==> src/rtl/tsa_pkg.sv <==
package tsa_pkg;
  localparam int MAX_SLOTS = 64;
  localparam int SLOT_BITS = 8;
  localparam int D_BITS    = 2;
  localparam int B_SLOT_W  = $clog2(MAX_SLOTS);
  localparam int D_SLOT_W  = $clog2(MAX_SLOTS * SLOT_BITS / D_BITS);
  localparam int FSLOT_W   = B_SLOT_W + 1;
  localparam int POS_W     = $clog2(MAX_SLOTS * SLOT_BITS);
  localparam int CNT_W     = POS_W + 1;

  typedef struct packed {
    logic [B_SLOT_W-1:0] b1;
    logic [B_SLOT_W-1:0] b2;
    logic [D_SLOT_W-1:0] d;
  } dir_cfg_t;

  typedef struct packed {
    dir_cfg_t            tx;
    dir_cfg_t            rx;
    logic [FSLOT_W-1:0]  frame_slots;
    logic                dport_en;
  } tsa_cfg_t;
endpackage

==> src/rtl/tsa_bit_cnt.sv <==
module tsa_bit_cnt
  import tsa_pkg::*;
(
  input  logic             clk_i,
  input  logic             rst_ni,
  input  logic             fsync_i,
  input  tsa_cfg_t         cfg_i,
  output tsa_cfg_t         cfg_o,
  output logic [POS_W-1:0] pos_o,
  output logic             in_frame_o,
  output logic             run_o
);
  logic             run_q;
  logic [CNT_W-1:0] cnt_q;
  tsa_cfg_t         cfg_q;
  logic [FSLOT_W-1:0] lim_slots;
  logic [CNT_W-1:0]   lim_bits;

  always_ff @(posedge clk_i or negedge rst_ni) begin
    if (!rst_ni) begin
      run_q <= 1'b0;
      cnt_q <= '0;
      cfg_q <= '0;
    end else if (fsync_i) begin
      run_q <= 1'b1;
      cnt_q <= '0;
      cfg_q <= cfg_i;
    end else if (run_q && cnt_q != '1) begin
      cnt_q <= cnt_q + 1'b1;  // saturate past frame end
    end
  end

  always_comb begin
    lim_slots = (cfg_q.frame_slots > FSLOT_W'(MAX_SLOTS)) ? FSLOT_W'(MAX_SLOTS)
                                                          : cfg_q.frame_slots;
    lim_bits  = CNT_W'({lim_slots, 3'b000});
  end

  assign in_frame_o = run_q && (cnt_q < lim_bits);
  assign pos_o      = cnt_q[POS_W-1:0];
  assign cfg_o      = cfg_q;
  assign run_o      = run_q;

  a_r2_sync_restart: assert property (@(posedge clk_i) disable iff (!rst_ni)
    fsync_i |=> (cnt_q == '0) && run_q);
  a_r10_shadow_hold: assert property (@(posedge clk_i) disable iff (!rst_ni)
    !fsync_i |=> $stable(cfg_q));
  a_r11_no_reentry: assert property (@(posedge clk_i) disable iff (!rst_ni)
    (!in_frame_o && !fsync_i) |=> !in_frame_o);
endmodule

==> src/rtl/tsa_slot_dec.sv <==
module tsa_slot_dec
  import tsa_pkg::*;
(
  input  logic             in_frame_i,
  input  logic [POS_W-1:0] pos_i,
  input  dir_cfg_t         cfg_i,
  input  logic             dport_en_i,
  output logic             b1_o,
  output logic             b2_o,
  output logic             d_o
);
  logic hit_b1, hit_b2, hit_d;

  always_comb begin
    hit_b1 = in_frame_i && (pos_i[POS_W-1:3] == cfg_i.b1);
    hit_b2 = in_frame_i && (pos_i[POS_W-1:3] == cfg_i.b2);
    hit_d  = in_frame_i && !dport_en_i && (pos_i[POS_W-1:1] == cfg_i.d);
    // fixed priority: B1 > B2 > D
    b1_o = hit_b1;
    b2_o = hit_b2 && !hit_b1;
    d_o  = hit_d && !hit_b1 && !hit_b2;
  end
endmodule

==> src/rtl/tsa_rx_cap.sv <==
module tsa_rx_cap #(
  parameter int W = 8
) (
  input  logic         clk_i,
  input  logic         rst_ni,
  input  logic         en_i,
  input  logic         last_i,
  input  logic         din_i,
  output logic [W-1:0] data_o,
  output logic         vld_o
);
  logic [W-1:0] sh_q;
  logic [W-1:0] sh_nxt;

  assign sh_nxt = {sh_q[W-2:0], din_i};

  always_ff @(posedge clk_i or negedge rst_ni) begin
    if (!rst_ni) begin
      sh_q   <= '0;
      data_o <= '0;
      vld_o  <= 1'b0;
    end else begin
      vld_o <= en_i && last_i;
      if (en_i) sh_q <= sh_nxt;
      if (en_i && last_i) data_o <= sh_nxt;
    end
  end

  a_r6_vld_follows_slot: assert property (@(posedge clk_i) disable iff (!rst_ni)
    vld_o |-> $past(en_i) && $past(last_i));
  a_r6_vld_single: assert property (@(posedge clk_i) disable iff (!rst_ni)
    vld_o |=> !vld_o);
endmodule

==> src/rtl/tdm_slot_assigner.sv <==
module tdm_slot_assigner
  import tsa_pkg::*;
(
  input  logic                clk_i,
  input  logic                rst_ni,
  input  logic                fsync_i,
  input  logic [FSLOT_W-1:0]  frame_slots_i,
  input  logic                dport_en_i,
  input  logic [B_SLOT_W-1:0] tx_b1_slot_i,
  input  logic [B_SLOT_W-1:0] tx_b2_slot_i,
  input  logic [D_SLOT_W-1:0] tx_d_slot_i,
  input  logic [B_SLOT_W-1:0] rx_b1_slot_i,
  input  logic [B_SLOT_W-1:0] rx_b2_slot_i,
  input  logic [D_SLOT_W-1:0] rx_d_slot_i,
  input  logic [7:0]          b1_tx_data_i,
  input  logic [7:0]          b2_tx_data_i,
  input  logic [1:0]          d_tx_data_i,
  output logic                ser_tx_o,
  output logic                ser_tx_oe_o,
  input  logic                ser_rx_i,
  output logic [7:0]          b1_rx_data_o,
  output logic                b1_rx_vld_o,
  output logic [7:0]          b2_rx_data_o,
  output logic                b2_rx_vld_o,
  output logic [1:0]          d_rx_data_o,
  output logic                d_rx_vld_o,
  output logic                dport_on_o
);
  tsa_cfg_t         cfg_in, cfg_sh;
  logic [POS_W-1:0] pos;
  logic             in_frame, run;
  dir_cfg_t         dcfg [2];
  logic [2:0]       gnt  [2];  // [0]=B1 [1]=B2 [2]=D ; index 0 tx, 1 rx
  logic [2:0]       boff;
  logic             b_last, d_last;

  always_comb begin
    cfg_in.tx.b1       = tx_b1_slot_i;
    cfg_in.tx.b2       = tx_b2_slot_i;
    cfg_in.tx.d        = tx_d_slot_i;
    cfg_in.rx.b1       = rx_b1_slot_i;
    cfg_in.rx.b2       = rx_b2_slot_i;
    cfg_in.rx.d        = rx_d_slot_i;
    cfg_in.frame_slots = frame_slots_i;
    cfg_in.dport_en    = dport_en_i;
  end

  tsa_bit_cnt i_cnt (
    .clk_i      (clk_i),
    .rst_ni     (rst_ni),
    .fsync_i    (fsync_i),
    .cfg_i      (cfg_in),
    .cfg_o      (cfg_sh),
    .pos_o      (pos),
    .in_frame_o (in_frame),
    .run_o      (run)
  );

  assign dcfg[0] = cfg_sh.tx;
  assign dcfg[1] = cfg_sh.rx;

  for (genvar g = 0; g < 2; g++) begin : g_dir
    tsa_slot_dec i_dec (
      .in_frame_i (in_frame),
      .pos_i      (pos),
      .cfg_i      (dcfg[g]),
      .dport_en_i (cfg_sh.dport_en),
      .b1_o       (gnt[g][0]),
      .b2_o       (gnt[g][1]),
      .d_o        (gnt[g][2])
    );
  end

  assign boff   = pos[2:0];
  assign b_last = (boff == 3'd7);
  assign d_last = pos[0];

  always_comb begin
    ser_tx_oe_o = |gnt[0];
    ser_tx_o    = 1'b0;
    if (gnt[0][0])      ser_tx_o = b1_tx_data_i[~boff];
    else if (gnt[0][1]) ser_tx_o = b2_tx_data_i[~boff];
    else if (gnt[0][2]) ser_tx_o = pos[0] ? d_tx_data_i[0] : d_tx_data_i[1];
  end

  tsa_rx_cap #(.W(8)) i_cap_b1 (
    .clk_i (clk_i), .rst_ni (rst_ni), .en_i (gnt[1][0]), .last_i (b_last),
    .din_i (ser_rx_i), .data_o (b1_rx_data_o), .vld_o (b1_rx_vld_o)
  );
  tsa_rx_cap #(.W(8)) i_cap_b2 (
    .clk_i (clk_i), .rst_ni (rst_ni), .en_i (gnt[1][1]), .last_i (b_last),
    .din_i (ser_rx_i), .data_o (b2_rx_data_o), .vld_o (b2_rx_vld_o)
  );
  tsa_rx_cap #(.W(2)) i_cap_d (
    .clk_i (clk_i), .rst_ni (rst_ni), .en_i (gnt[1][2]), .last_i (d_last),
    .din_i (ser_rx_i), .data_o (d_rx_data_o), .vld_o (d_rx_vld_o)
  );

  assign dport_on_o = cfg_sh.dport_en;

  a_r4_oe_in_frame: assert property (@(posedge clk_i) disable iff (!rst_ni)
    ser_tx_oe_o |-> in_frame);
  a_r1_idle_quiet: assert property (@(posedge clk_i) disable iff (!rst_ni)
    !run |-> !ser_tx_oe_o && !dport_on_o);
  a_r9_rx_b_exclusive: assert property (@(posedge clk_i) disable iff (!rst_ni)
    $countones({b1_rx_vld_o, b2_rx_vld_o}) <= 1);
  a_r8_dport_no_d: assert property (@(posedge clk_i) disable iff (!rst_ni)
    dport_on_o |=> !d_rx_vld_o);
endmodule

==> config.mk <==
export PLATFORM = sky130hd
export DESIGN_NAME = tdm_slot_assigner
export DESIGN_NICKNAME = d
export VERILOG_FILES = /design/src/rtl/tsa_pkg.sv /design/src/rtl/tsa_bit_cnt.sv /design/src/rtl/tsa_slot_dec.sv /design/src/rtl/tsa_rx_cap.sv /design/src/rtl/tdm_slot_assigner.sv
export SDC_FILE = /design/constraint.sdc
export NUM_CORES = 1
export LEC_CHECK = 0
export ABC_CLOCK_PERIOD_IN_PS = 6300
export BUFFER_PORTS_ARGS = -buffer_cell sky130_fd_sc_hd__clkbuf_2
export CAP_MARGIN = 20
export CORE_MARGIN = 5
export CORE_UTILIZATION = 59
export CTS_CLUSTER_SIZE = 14
export DETAILED_ROUTE_END_ITERATION = 12
export PLACE_DENSITY_LB_ADDON = 0.15
export SETUP_SLACK_MARGIN = 0.5
export SLEW_MARGIN = 0
export SYNTH_ARGS = -nofsm -noshare
export SYNTH_HDL_FRONTEND = slang
export SYNTH_SLANG_ARGS = --single-unit
==> constraint.sdc <==
create_clock -name clk_i -period 6.3 [get_ports clk_i]
set_clock_uncertainty 0.15 [all_clocks]
set_input_delay 0.63 -clock clk_i [delete_from_list [all_inputs] [get_ports clk_i]]
set_output_delay 0.63 -clock clk_i [all_outputs]
set_load 0.01 [all_outputs]
# Word level (Yosys, flattened, before mapping)
# Index checks and enable logic that the tools add are counted.
# Widths: inputs -> output; s select.
# classes
add_sub_neg	1
n_mul	0
div	0
order_cmp	3
n_eq_ne	8
shift	0
n_mux	11
bitwise	1
n_reduce_logical	25
# op_table
cell	n
$eq 6x6->1	4
$mux 10	2
$logic_and 1x1->1	18
$eq 8x8->1	2
$add 10x1->10 const B	1
$lt 10x10->1	1
$ne 10x10->1 const B	1
$gt 7x7->1 const B	1
$mux 7	1
$bmux 1 s3	2
$mux 1	6
$logic_not 1->1	5
$lt 3x4->1 const B	1
$eq 3x3->1 const B	1
$not 3->3	1
$reduce_or 3->1	1
$reduce_bool 2->1	1
# totals
ff_bits	95
latch_bits	0
ram_bits	0
rom_bits	0
inputBits	70
output_inout_bits	24
elab_cells	68
mem_count	0

# Logic depth before layout (Yosys ltp)
# depth
depth_word	11
mapped_depth	9
depth_no_buf	8

# By module
# From an unflattened synthesis, not the netlist that was laid out.
# hier_totals
hier_cells	348
area_unflattened_um2	4759.6
# modules_own_cells
module	instances	cells_each	area_each_um2	seq_area_each_um2
tsa_bit_cnt	1	200	2652.5	1476.4
tsa_rx_cap (i_cap_b1 ...)	2	34	634.4	400.4
tsa_slot_dec	2	29	250.2	0.0
tdm_slot_assigner	1	13	186.4	0.0
tsa_rx_cap (i_cap_d)	1	9	151.4	100.1

# Worst setup path before layout
# Ideal clock, no wire load.
# synth_timing
path_kind	register to output
from	register i_cnt.cfg_q, in the netlist i_cnt.cfg_o[7]
to	output port ser_tx_o
arrival_ns	1.844
t_required_ns	5.520
slack_ns	3.676
stages_incl_launch_ff	8
n_path_buf	0
cell_sequence	dfrtp_1 inv_1 nand2_1 ha_1 a211oi_1 o211a_1 o21ai_0 a221oi_1
# synth_via
elab_chain_len	11
word_cells_on_any_way	16
cone_classes	order compare (2); mux (4); reduce/logical (10)
# synth_rtl
element	line	source
start, declared	tsa_bit_cnt.sv:15	tsa_cfg_t cfg_q;
start signal, assigned	tsa_bit_cnt.sv:27	cfg_q <= cfg_i;
$gt 7x7->1	tsa_bit_cnt.sv:34	lim_slots = (cfg_q.frame_slots > FSLOT_W'(MAX_SLOTS)) ? FSLOT_W'(MAX_SLOTS)
$mux 7 (*)	tsa_bit_cnt.sv:34	
$lt 10x10->1 (*)	tsa_bit_cnt.sv:39	assign in_frame_o = run_q && (cnt_q < lim_bits);
$logic_and 1x1->1 (*)	tsa_bit_cnt.sv:39	
$logic_and 1x1->1 (on tied branches)	tsa_slot_dec.sv:17, tsa_slot_dec.sv:15	
$logic_and 1x1->1 or $logic_not 1->1 (tied branches)	tsa_slot_dec.sv:17, tsa_slot_dec.sv:20, tsa_slot_dec.sv:21	
$logic_and 1x1->1 (2 in a row)	tsa_slot_dec.sv:21	d_o = hit_d && !hit_b1 && !hit_b2;
$mux 1	tdm_slot_assigner.sv:83	else if (gnt[0][2]) ser_tx_o = pos[0] ? d_tx_data_i[0] : d_tx_data_i[1];
$mux 1	tdm_slot_assigner.sv:82	else if (gnt[0][1]) ser_tx_o = b2_tx_data_i[~boff];
$mux 1 (*)	tdm_slot_assigner.sv:81	if (gnt[0][0]) ser_tx_o = b1_tx_data_i[~boff];
end, declared	tdm_slot_assigner.sv:18	output logic ser_tx_o,
# Mark *: on every way between the ends. The rest lies on a longest branch, timed or not.

# Final worst setup path
# layout_timing
from	register i_cnt.cnt_q[5]
to	output port ser_tx_o
# layout_via
elab_chain_len	9
word_cells_on_any_way	17
cone_classes	order compare (1); eq/ne (3); mux (3); reduce/logical (10)
# layout_rtl
element	line	source
start, declared	tsa_bit_cnt.sv:14	logic [CNT_W-1:0] cnt_q;
start signal, assigned	tsa_bit_cnt.sv:29	cnt_q <= cnt_q + 1'b1;
$lt 10x10->1	tsa_bit_cnt.sv:39	
$logic_and 1x1->1	tsa_bit_cnt.sv:39	
$logic_and 1x1->1 (on tied branches)	tsa_slot_dec.sv:17, tsa_slot_dec.sv:15	
$logic_and 1x1->1 or $logic_not 1->1 (tied branches)	tsa_slot_dec.sv:17, tsa_slot_dec.sv:20, tsa_slot_dec.sv:21	
$logic_and 1x1->1 (2 in a row)	tsa_slot_dec.sv:21	
$mux 1	tdm_slot_assigner.sv:83	
$mux 1	tdm_slot_assigner.sv:82	
$mux 1 (*)	tdm_slot_assigner.sv:81	
# Marked as above.

==> results.md <==
- Final setup violation count: 0
- Largest net degree at the start of global routing: 62
- Met1 wire length: 3840 microns
- Later-pin clock latency in the skew report: 0.35 ns
- Port Buffers: 93
- Number of nets in the layout: 502
- PwrDens: 248 nW/um^2
- Synth-to-Final Area Change: 15.9%
- Post-DP HPWL: 6400 microns
- Slew Limit Fails: 0
- RSZ-0062 raised after global routing: no
- Startpoint Class: flip-flop
- DR vias: 2876
- Worst-path clk slew: 0.09 ns
- Critical path class: reg2out
- Max Used Layer: met4
- CTS tree: yes
- Final Cycle Share: 53.2%
- WHS: 0.0609 ns
- CP peak stage delay: 0.68 ns
- Critical path's slowest cell: dfrtp_1
- Crit path DAT: 2.57 ns
- Final Hold Fails: 0
- Fill cells: 570
- VDD IR max: 0.144 mV
- Number of vias per cell: 5.42
- Final Cell Area: 5270 sq um
- Fin cells: 531
- # resized after CTS: 0
- Setup slack, reg-to-reg: 3.36 ns
- Worst-margin pin slew: 0.959 ns
- Die Y-Extent: 97.8 microns
- Area of the core: 7610 sq um
- Detailed Route WL: 8620 microns
- Initial antenna violation count: 0
- Warnings from Yosys: 0
- Tot GR Track Use: 19.7%
- Post-synthesis sequential area ratio: 52.3%
- Layout cells sized above 1: 47.6%
- Cell area after synthesis: 4540 sq um
- Multi-input logic area: 2030 sq um
- Post-Synthesis Cells: 335
- DRC violations left: 0
- Critical Path Sink Type: primary output
- Worst slack, placed: 3.29 ns
- P_int: 0.993 mW
- FMAX: 0.298 GHz
- Setup ws final: 2.95 ns
- Syn_area_per_cell: 13.6 sq um
- Synth Register Bits: 95
- Top Family by Delay on Critical Path: compound AO/OA/AOI/OAI gates
- Cells along the critical path: ha_1, a211oi_1, o211a_1, o21ai_0, a221oi_1, clkbuf_2
- H-tree Lvls: 3
- Remaining antenna violation count: 0
- Clock buffer depth: 2
- Status: finished clean
- Sequential power share: 53.9%
- First-pass GRT wire length: 15400 microns
- Fin crit period: 3.35 ns
- Max_cap viols: 0
- Iteration-0 DRC Markers: 128
- Initial core utilization: 59.7%
- Slew Limit Headroom: 35.3%
- Crit-path max FO: 13
- Post-Syn Nets: 413
- Pre-antenna DRT Iters: 4
- Switching Fraction: 24.0%
- Unique cell type count in the Yosys netlist: 43
- Routed wire per std cell: 16.2 microns
- Std-Cell Rows: 32
- Post-CTS setup repair buffer count: 0
- Reg area: 2380 sq um
- IO Pins: 94
- Clock Power Share: 34.1%
- Met3 wire length: 357 microns
- Root Driver: clkbuf_8
- Post-CTS Hold Fix Bufs: 0
- Total gr overflow: 0
- Sw power: 0.314 mW
- Worst-case reg-to-reg path depth: 6
- Logic gate share of total power: 12.0%
- Routed length on met2: 4350 microns
- Full die area: 9560 sq um
- Via count of the first global-routing pass: 3063
- Clk sinks: 95
- Hold Path Class: in2async
- Setup TNS: 0 ns
- Placer Congestion: 0.783
- Placed Area: 5040 sq um
- Inst Count DP: 515
- Die span in x: 97.8 microns
- Antenna cells: 0
- Worst path required time: 5.52 ns
- Crit path depth: 6
- Buf/Inv on CP: 1
- Lkg Pwr: 2.51 nW
- Num CTS Buffers: 9
## per-stage QoR
stage	power [mW]	util, %
floorplan	0.813	-
global placement	0.869	66.2
detailed placement	0.877	66.2
CTS	1.32	69.2
global route	1.37	69.2
finish	1.31	69.2
## final timing paths
check | startpoint | to
min in group clk_i | dport_en_i | i_cnt.cfg_o[0]
worst max register to register | i_cnt.cnt_q[5] | i_cap_b1.sh_q[0]
max in group asynchronous | rst_ni | i_cap_b1.data_o[1]
worst max-delay path | i_cnt.cnt_q[5] | ser_tx_o
worst min register to register | i_cap_d.data_o[0] | i_cap_d.data_o[0]
worst min-delay path | rst_ni | i_cnt.cfg_o[27]
## logic make-up after synthesis
| family | share of synthesized area [%] |
|---|---|
| compound gates | 2.70 |
| xor+xnor | 9.06 |
| fa+ha+maj | 2.20 |
| buf+inv | 3.03 |
| flops | 52.3 |
| mux | 23.5 |
| simple gates | 7.16 |
## Yosys cell counts
library cell | count | share of area (%)
nor3_4 | 1 | 0.36
and3_1 | 2 | 0.28
and2_1 | 1 | 0.14
dfrtp_1 | 95 | 52
nand4b_1 | 1 | 0.19
buf_2 | 2 | 0.22
nor3_1 | 5 | 0.55
a31oi_1 | 1 | 0.14
nor3b_1 | 2 | 0.33
nor2_1 | 12 | 0.99
buf_6 | 6 | 1.5
a211oi_1 | 3 | 0.50
o211ai_1 | 1 | 0.17
nor2b_1 | 1 | 0.14
nand3_1 | 4 | 0.44
mux2_4 | 7 | 2.3
nand4_2 | 1 | 0.28
or3_1 | 1 | 0.14
xor2_1 | 19 | 3.7
o21a_1 | 2 | 0.33
inv_1 | 6 | 0.50
o31ai_2 | 1 | 0.28
a21oi_1 | 1 | 0.11
ha_1 | 8 | 2.2
o311ai_0 | 1 | 0.19
nand4_1 | 7 | 0.96
mux2_2 | 74 | 18
o21ai_0 | 3 | 0.33
or2_2 | 2 | 0.28
mux2i_1 | 4 | 0.88
a221oi_1 | 1 | 0.19
nand2_1 | 10 | 0.83
o211a_1 | 1 | 0.22
buf_1 | 3 | 0.25
xnor2_1 | 28 | 5.4
mux4_2 | 4 | 2.0
nor4_2 | 1 | 0.28
or2_1 | 1 | 0.14
o2111a_1 | 1 | 0.25
clkbuf_1 | 5 | 0.41
buf_4 | 1 | 0.17
nand3_2 | 2 | 0.44
nor4_1 | 3 | 0.41
## registers in the layout, indices dropped and copies added (netlist names), 2 cells and up
signal           cells
i_cap_b1.data_o      8
i_cap_b1.sh_q        7
i_cap_b2.data_o      8
i_cap_b2.sh_q        7
i_cap_d.data_o       2
i_cnt.cfg_o         48
i_cnt.cnt_q         10
## power groups by stage
stage               clock network, mW  registers (mW)  logic, mW
finish                          0.446           0.704      0.157
floorplan                           0           0.700      0.113
detailed placement                  0           0.718      0.159
global route                    0.483           0.713      0.177
global placement                    0           0.717      0.153
CTS                             0.456           0.706      0.160
## final cells by class
| type | count | area share (%) |
|---|---|---|
| Tap cell | 102 | 2.42 |
| Multi-Input combinational cell | 217 | 38.5 |
| Clock inverter | 6 | 1.73 |
| Clock buffer | 10 | 2.61 |
| Inverter | 6 | 0.428 |
| Timing Repair Buffer | 95 | 9.17 |
| Sequential cell | 95 | 45.1 |
## routing by layer
| metal | GRT usage [%] | vias up |
|---|---|---|
| met5 | 0 | - |
| met4 | 3.19 | 0 |
| met3 | 5.43 | 7 |
| met2 | 32.4 | 56 |
| met1 | 26.9 | 1451 |
| li1 | - | 1362 |
## cells in the final DEF (no fill, tap or decap), types with 2 or more instances in the layout
cell type and count:
dfrtp_1 95, clkbuf_2 92, mux2_2 74, xnor2_1 28
xor2_1 19, nor2_1 12, nand2_1 10, clkbuf_8 10
ha_1 8, nand4_1 7, mux2_4 7, inv_1 6
nor3_1 5, nand3_1 4, mux4_2 4, mux2i_1 4
a211oi_1 3, o21ai_0 3, nor4_1 3, buf_4 3
nor3b_1 2, o21a_1 2, nand3_2 2, and3_1 2
or2_2 2, clkinv_4 2, bufinv_16 2
No activity file was read; power rests on OpenSTA's default activity.
